$ cat src/rtl/cfgseq_pkg.sv
package cfgseq_pkg;

  localparam logic [7:0] DEV_WADDR = 8'h72;

  typedef enum logic [1:0] {
    ST_LOAD = 2'd0,
    ST_WAIT = 2'd1,
    ST_NEXT = 2'd2
  } seq_st_t;

  // Table content is computed, not stored.
  function automatic logic [23:0] entry_word(input int unsigned e);
    logic [7:0] reg_idx;
    logic [7:0] dat;
    reg_idx = 8'(e * 3 + 1);
    dat     = 8'(e * 29) ^ 8'hA5;
    return {DEV_WADDR, reg_idx, dat};
  endfunction

endpackage

$ cat src/rtl/cfgseq_tick.sv
module cfgseq_tick #(
  parameter int DIV = 2500
) (
  input  logic clk,
  input  logic rst_n,
  output logic tick
);
  generate
    if (DIV <= 1) begin : g_every
      assign tick = 1'b1;
    end else begin : g_div
      localparam int CW = $clog2(DIV);
      localparam logic [CW-1:0] LAST = CW'(DIV - 1);
      logic [CW-1:0] cnt_q, cnt_d;

      always_comb begin
        if (cnt_q == LAST) cnt_d = '0;
        else               cnt_d = cnt_q + CW'(1);
      end

      always_ff @(posedge clk or negedge rst_n) begin
        if (!rst_n) cnt_q <= '0;
        else        cnt_q <= cnt_d;
      end

      assign tick = (cnt_q == LAST);
    end
  endgenerate
endmodule

$ cat src/rtl/cfgseq_sync2.sv
module cfgseq_sync2 (
  input  logic clk,
  input  logic rst_n,
  input  logic d,
  output logic q
);
  logic s1_q, s2_q;

  always_ff @(posedge clk or negedge rst_n) begin
    if (!rst_n) begin
      s1_q <= 1'b1;
      s2_q <= 1'b1;
    end else begin
      s1_q <= d;
      s2_q <= s1_q;
    end
  end

  assign q = s2_q;
endmodule

$ cat src/rtl/cfgseq_nackdog.sv
module cfgseq_nackdog #(
  parameter int LIMIT = 16
) (
  input  logic clk,
  input  logic rst_n,
  input  logic ev_ack,
  input  logic ev_nack,
  output logic error
);
  localparam int CW = $clog2(LIMIT + 1);
  localparam logic [CW-1:0] TOP = CW'(LIMIT);

  logic [CW-1:0] cnt_q, cnt_d;
  logic          err_q, err_d;
  logic          en;

  assign en = ev_ack | ev_nack;

  always_comb begin
    cnt_d = cnt_q;
    if (ev_ack)                        cnt_d = '0;
    else if (ev_nack && cnt_q != TOP)  cnt_d = cnt_q + CW'(1);
    err_d = err_q | (cnt_d == TOP);
  end

  always_ff @(posedge clk or negedge rst_n) begin
    if (!rst_n) begin
      cnt_q <= '0;
      err_q <= 1'b0;
    end else if (en) begin
      cnt_q <= cnt_d;
      err_q <= err_d;
    end
  end

  assign error = err_q;
endmodule

$ cat src/rtl/cfgseq_fsm.sv
module cfgseq_fsm
  import cfgseq_pkg::*;
#(
  parameter int TABLE_SIZE = 38,
  parameter int IW = $clog2(TABLE_SIZE + 1)
) (
  input  logic          clk,
  input  logic          rst_n,
  input  logic          tick,
  input  logic          restart,
  input  logic          xfer_done,
  input  logic          nack,
  output logic          go,
  output logic [23:0]   payload,
  output logic [IW-1:0] tbl_index,
  output logic          ready,
  output logic          ev_ack,
  output logic          ev_nack
);
  localparam logic [IW-1:0] END_IDX = IW'(TABLE_SIZE);

  seq_st_t       st_q, st_d;
  logic [IW-1:0] idx_q, idx_d;
  logic          go_q, go_d;
  logic          rdy_q, rdy_d;
  logic [23:0]   pl_q, pl_d;
  logic          en;

  assign en = restart | tick;

  always_comb begin
    st_d    = st_q;
    idx_d   = idx_q;
    go_d    = go_q;
    rdy_d   = rdy_q;
    pl_d    = pl_q;
    ev_ack  = 1'b0;
    ev_nack = 1'b0;
    if (restart) begin
      st_d  = ST_LOAD;
      idx_d = '0;
      go_d  = 1'b0;
      rdy_d = 1'b0;
    end else if (tick) begin
      unique case (st_q)
        ST_LOAD: begin
          if (idx_q == END_IDX) begin
            rdy_d = 1'b1;
          end else begin
            pl_d = entry_word(int'(idx_q));
            go_d = 1'b1;
            st_d = ST_WAIT;
          end
        end
        ST_WAIT: begin
          if (xfer_done) begin
            go_d = 1'b0;
            if (!nack) begin
              ev_ack = 1'b1;
              st_d   = ST_NEXT;
            end else begin
              ev_nack = 1'b1;
              st_d    = ST_LOAD;
            end
          end
        end
        ST_NEXT: begin
          idx_d = idx_q + IW'(1);
          st_d  = ST_LOAD;
        end
        default: st_d = ST_LOAD;
      endcase
    end
  end

  always_ff @(posedge clk or negedge rst_n) begin
    if (!rst_n) begin
      st_q  <= ST_LOAD;
      idx_q <= '0;
      go_q  <= 1'b0;
      rdy_q <= 1'b0;
      pl_q  <= '0;
    end else if (en) begin
      st_q  <= st_d;
      idx_q <= idx_d;
      go_q  <= go_d;
      rdy_q <= rdy_d;
      pl_q  <= pl_d;
    end
  end

  assign go        = go_q;
  assign payload   = pl_q;
  assign tbl_index = idx_q;
  assign ready     = rdy_q;
endmodule

$ cat src/rtl/cfg_table_seq.sv
module cfg_table_seq #(
  parameter int CLK_FREQ   = 50_000_000,
  parameter int I2C_FREQ   = 20_000,
  parameter int TABLE_SIZE = 38,
  parameter int NACK_LIMIT = 16,
  localparam int IW        = $clog2(TABLE_SIZE + 1)
) (
  input  logic          clk,
  input  logic          rst_n,
  input  logic          int_n,
  output logic          eng_tick,
  output logic          ready,
  output logic          error,
  output logic [IW-1:0] tbl_index,
  output logic          go,
  output logic [23:0]   payload,
  input  logic          xfer_done,
  input  logic          nack
);
  localparam int DIV = CLK_FREQ / I2C_FREQ;

  logic int_s;
  logic restart;
  logic ev_ack, ev_nack;

  cfgseq_tick #(.DIV(DIV)) u_tick (
    .clk(clk), .rst_n(rst_n), .tick(eng_tick)
  );

  cfgseq_sync2 u_sync (
    .clk(clk), .rst_n(rst_n), .d(int_n), .q(int_s)
  );

  assign restart = ~int_s;

  cfgseq_fsm #(.TABLE_SIZE(TABLE_SIZE), .IW(IW)) u_fsm (
    .clk(clk), .rst_n(rst_n), .tick(eng_tick), .restart(restart),
    .xfer_done(xfer_done), .nack(nack), .go(go), .payload(payload),
    .tbl_index(tbl_index), .ready(ready), .ev_ack(ev_ack), .ev_nack(ev_nack)
  );

  cfgseq_nackdog #(.LIMIT(NACK_LIMIT)) u_dog (
    .clk(clk), .rst_n(rst_n), .ev_ack(ev_ack), .ev_nack(ev_nack), .error(error)
  );
endmodule

$ cat config.mk
export PLATFORM = sky130hd
export DESIGN_NAME = cfg_table_seq
export DESIGN_NICKNAME = d
export VERILOG_FILES = /design/src/rtl/cfgseq_pkg.sv /design/src/rtl/cfgseq_tick.sv /design/src/rtl/cfgseq_sync2.sv /design/src/rtl/cfgseq_nackdog.sv /design/src/rtl/cfgseq_fsm.sv /design/src/rtl/cfg_table_seq.sv
export SDC_FILE = /design/constraint.sdc
export NUM_CORES = 1
export LEC_CHECK = 0
export ABC_AREA = 0
export BUFFER_PORTS_ARGS = -buffer_cell sky130_fd_sc_hd__buf_2
export CAP_MARGIN = 0
export CORE_AREA = 2 2 100 102
export CTS_CLUSTER_DIAMETER = 150
export DETAILED_ROUTE_END_ITERATION = 6
export DIE_AREA = 0 0 102 104
export PLACE_DENSITY = 0.55
export SETUP_SLACK_MARGIN = 0.3
export SLEW_MARGIN = 20
export SYNTH_ARGS = -nofsm -noshare
export SYNTH_HDL_FRONTEND = slang
export SYNTH_SLANG_ARGS = --single-unit
$ cat constraint.sdc
create_clock -name clk -period 3.9 [get_ports clk]
set_input_delay 0.585 -clock clk [delete_from_list [all_inputs] [get_ports clk]]
set_output_delay 0.585 -clock clk [all_outputs]
set_load 0.02 [all_outputs]
==> metrics <==
PD cells between 200 and 300 nW/µm²; Fin. Hold Viols 0; clock insertion delay at the later pin of the skew report roughly 0.30 ns; H-Tree Depth 2; CP Max Fanout 10; vias per inst ~4.4; ranking of synthesized cells by area dfrtp_1 39%, ha_1 11%, xnor2_1 5.6%; post-synth top area share 39.2%; Slew Viols, Final 0; Root Driver clkbuf_8; gpl congestion 0.897; die height 104 µm; Core ar. 9550 µm²; Worst Path Required approximately 4.1 ns; clk slew on worst S/H paths ~0.090 ns; initial antenna violation count 0; die footprint 10,600 µm²; Final Cycle Share 79.7%; clock buffer count from CTS 5; multi-input logic area ~1500 µm²; setup slack at placement roughly 0.82 ns; Startpoint Class flop; Sink Count 46; ANT nets after route 0; vias 1,948; Synth Instances between 200 and 300; Worst Slack Setup Final slightly below 0.8 ns; nets@finish roughly 340; Avg Inst Size Synth slightly above 10 µm²; max_slew headroom 52.3%; Area growth syn-to-layout 13.5%; placed insts approximately 430; final design utilization between 30% and 40%; port bufs 34; drt initial violations 75; Setup Skew between 0.004 and 0.005 ns; placed wire-length estimate 4250 µm; post-synthesis sequential area ratio around two fifths; top-count cell post-synth dfrtp_1; status finished clean; FF-to-FF path depth 10; drt drc 0; wire length per cell 12.9 µm; Post-Syn Area 2810 µm²; gr usage total about 12%; CTS tree yes; Synth Register Bits 46; grt total ovfl 0; I/O pins 39; Fill cells ~1,000; RR Startpoint u_fsm.tbl_index[0]; TritonRoute pass-1 iters 4; Synth cell types 49; final WL ~5700 µm; Slew @ Worst Pin 0.712 ns; Reg2Reg Setup Slack around 0.79 ns; max frequency roughly 0.32 GHz; Max Cap Viol 0; Hold Slack roughly 0.27 ns; reg2reg end u_fsm.payload[7]; CP endpoint kind flop; vias in the first global route about 1,900; Max clock buf depth 2; Post-synth EDFFs 0; Setup Crit Path Kind reg -> reg; final period demand of the worst path 3.11 ns; cell row count 36; Max IR drop VDD roughly 0.13 mV; Lkg Pwr around 1.6 nW; FFs w/ async S/R, synth 100%; Initial Util about 30%; DIE WIDTH 102 µm; area leader, netlist dfrtp_1; Setup TNS Final 0 ns; post-CTS setup buffer count 0; layout cells sized above 1 18.2%; first-pass GRT wire length around 9800 µm; PostCTS Resize Cnt 0; Critical Path Start u_fsm.tbl_index[0]; top post-synthesis cells by count 44 x dfrtp_1, 25 x ha_1, 23 x nand2_1; post-cts hold buffer count 0; final non-filler cell total roughly 440; Hold Crit Class in -> async; FF/Latch Area 1150 µm²; Ant. Diodes 0; Ys Warns 0; Setup violations, final 0; Worst EP arrival 3.30 ns; RSZ-0062 raised after global routing false; Synth Flop Type dfrtp_1; largest net degree at the start of global routing 47
cell usage in the layout, fill, tap and decap left out, types with 5 or more instances in the layout:
cell type and instances:
nand3_1 11, o21ai_0 18, nor2_1 13, nand2b_1 7
nor2b_1 5, xor2_1 8, fa_1 5, clkbuf_8 5
and2_1 7, buf_2 33, nand2_1 23, xnor2_1 18
ha_1 25, inv_1 18, a21oi_1 9, dfrtp_1 44
worst max-delay path, stage by stage (launching register included):
cell	delay, ns
dfrtp_1	0.53
inv_1	0.18
fa_1	0.58
inv_1	0.05
ha_1	0.28
ha_1	0.33
fa_1	0.47
a21o_1	0.19
a21oi_1	0.17
xnor2_1	0.13
o21ai_0	0.08
through the flow:
step / power, mW / instance area, µm²
2_1_floorplan: 0.498 / 2820
3_3_place_gp: 0.509 / 3070
3_5_place_dp: 0.509 / 3070
4_1_cts: 0.887 / 3180
5_1_grt: 0.908 / 3180
6_report: 0.870 / 3180
cell families (layout without fill, tap and decap cells):
family          Yosys count  in the layout  synth area share, %
xor+xnor                 26             26                 8.11
compound gates           48             48                 11.1
simple gates             88             88                 17.2
mux                       5              5                 1.87
buf+inv                  33             61                 5.84
flops                    46             46                 41.1
fa+ha+maj                30             30                 14.7
other cells               1              4                0.134
power breakdown:
| part | switching, mW | leakage [nW] | internal, mW |
|---|---|---|---|
| Clock | 0.176 | 0.0591 | 0.196 |
| Combinational | 0.0157 | 0.942 | 0.00249 |
| Sequential | 0.00184 | 0.595 | 0.478 |
layer usage:
metal / global-route usage [%] / up-vias / share of wire [%]
met5: 0 / - / 0
met4: 4.00 / 0 / 1.2
met3: 2.62 / 5 / 3.8
met2: 17.1 / 33 / 45
met1: 16.8 / 919 / 50
li1: - / 991 / -
flip-flops by register name, indices dropped and copies added (netlist names):
| name | count |
|---|---|
| u_dog.cnt_q | 5 |
| u_fsm.go | 1 |
| u_sync.s1_q | 1 |
| u_sync.q | 1 |
| u_fsm.tbl_index | 6 |
| u_fsm.st_q | 2 |
| u_fsm.ready | 1 |
| u_tick.g_div.cnt_q | 12 |
| u_fsm.payload | 16 |
| u_dog.error | 1 |
cell type report:
type                       count  area share, %
clock inverter                 3           1.49
inverter                      18           2.12
clock buffer                   5           2.16
tap                          133           5.23
timing repair buffer          35           5.66
sequential                    46           36.2
multi-input combinational    201           47.1
how the worst max path moves through the flow:
stage	endpoint	slack (ns)
2_1_floorplan	u_fsm.payload[7]	0.89
3_3_place_gp	u_fsm.payload[7]	0.91
3_5_place_dp	u_fsm.payload[7]	0.82
4_1_cts	u_fsm.payload[7]	0.78
5_1_grt	u_fsm.payload[7]	0.62
6_report	u_fsm.payload[7]	0.79
Power figures use the tool's default switching activity.
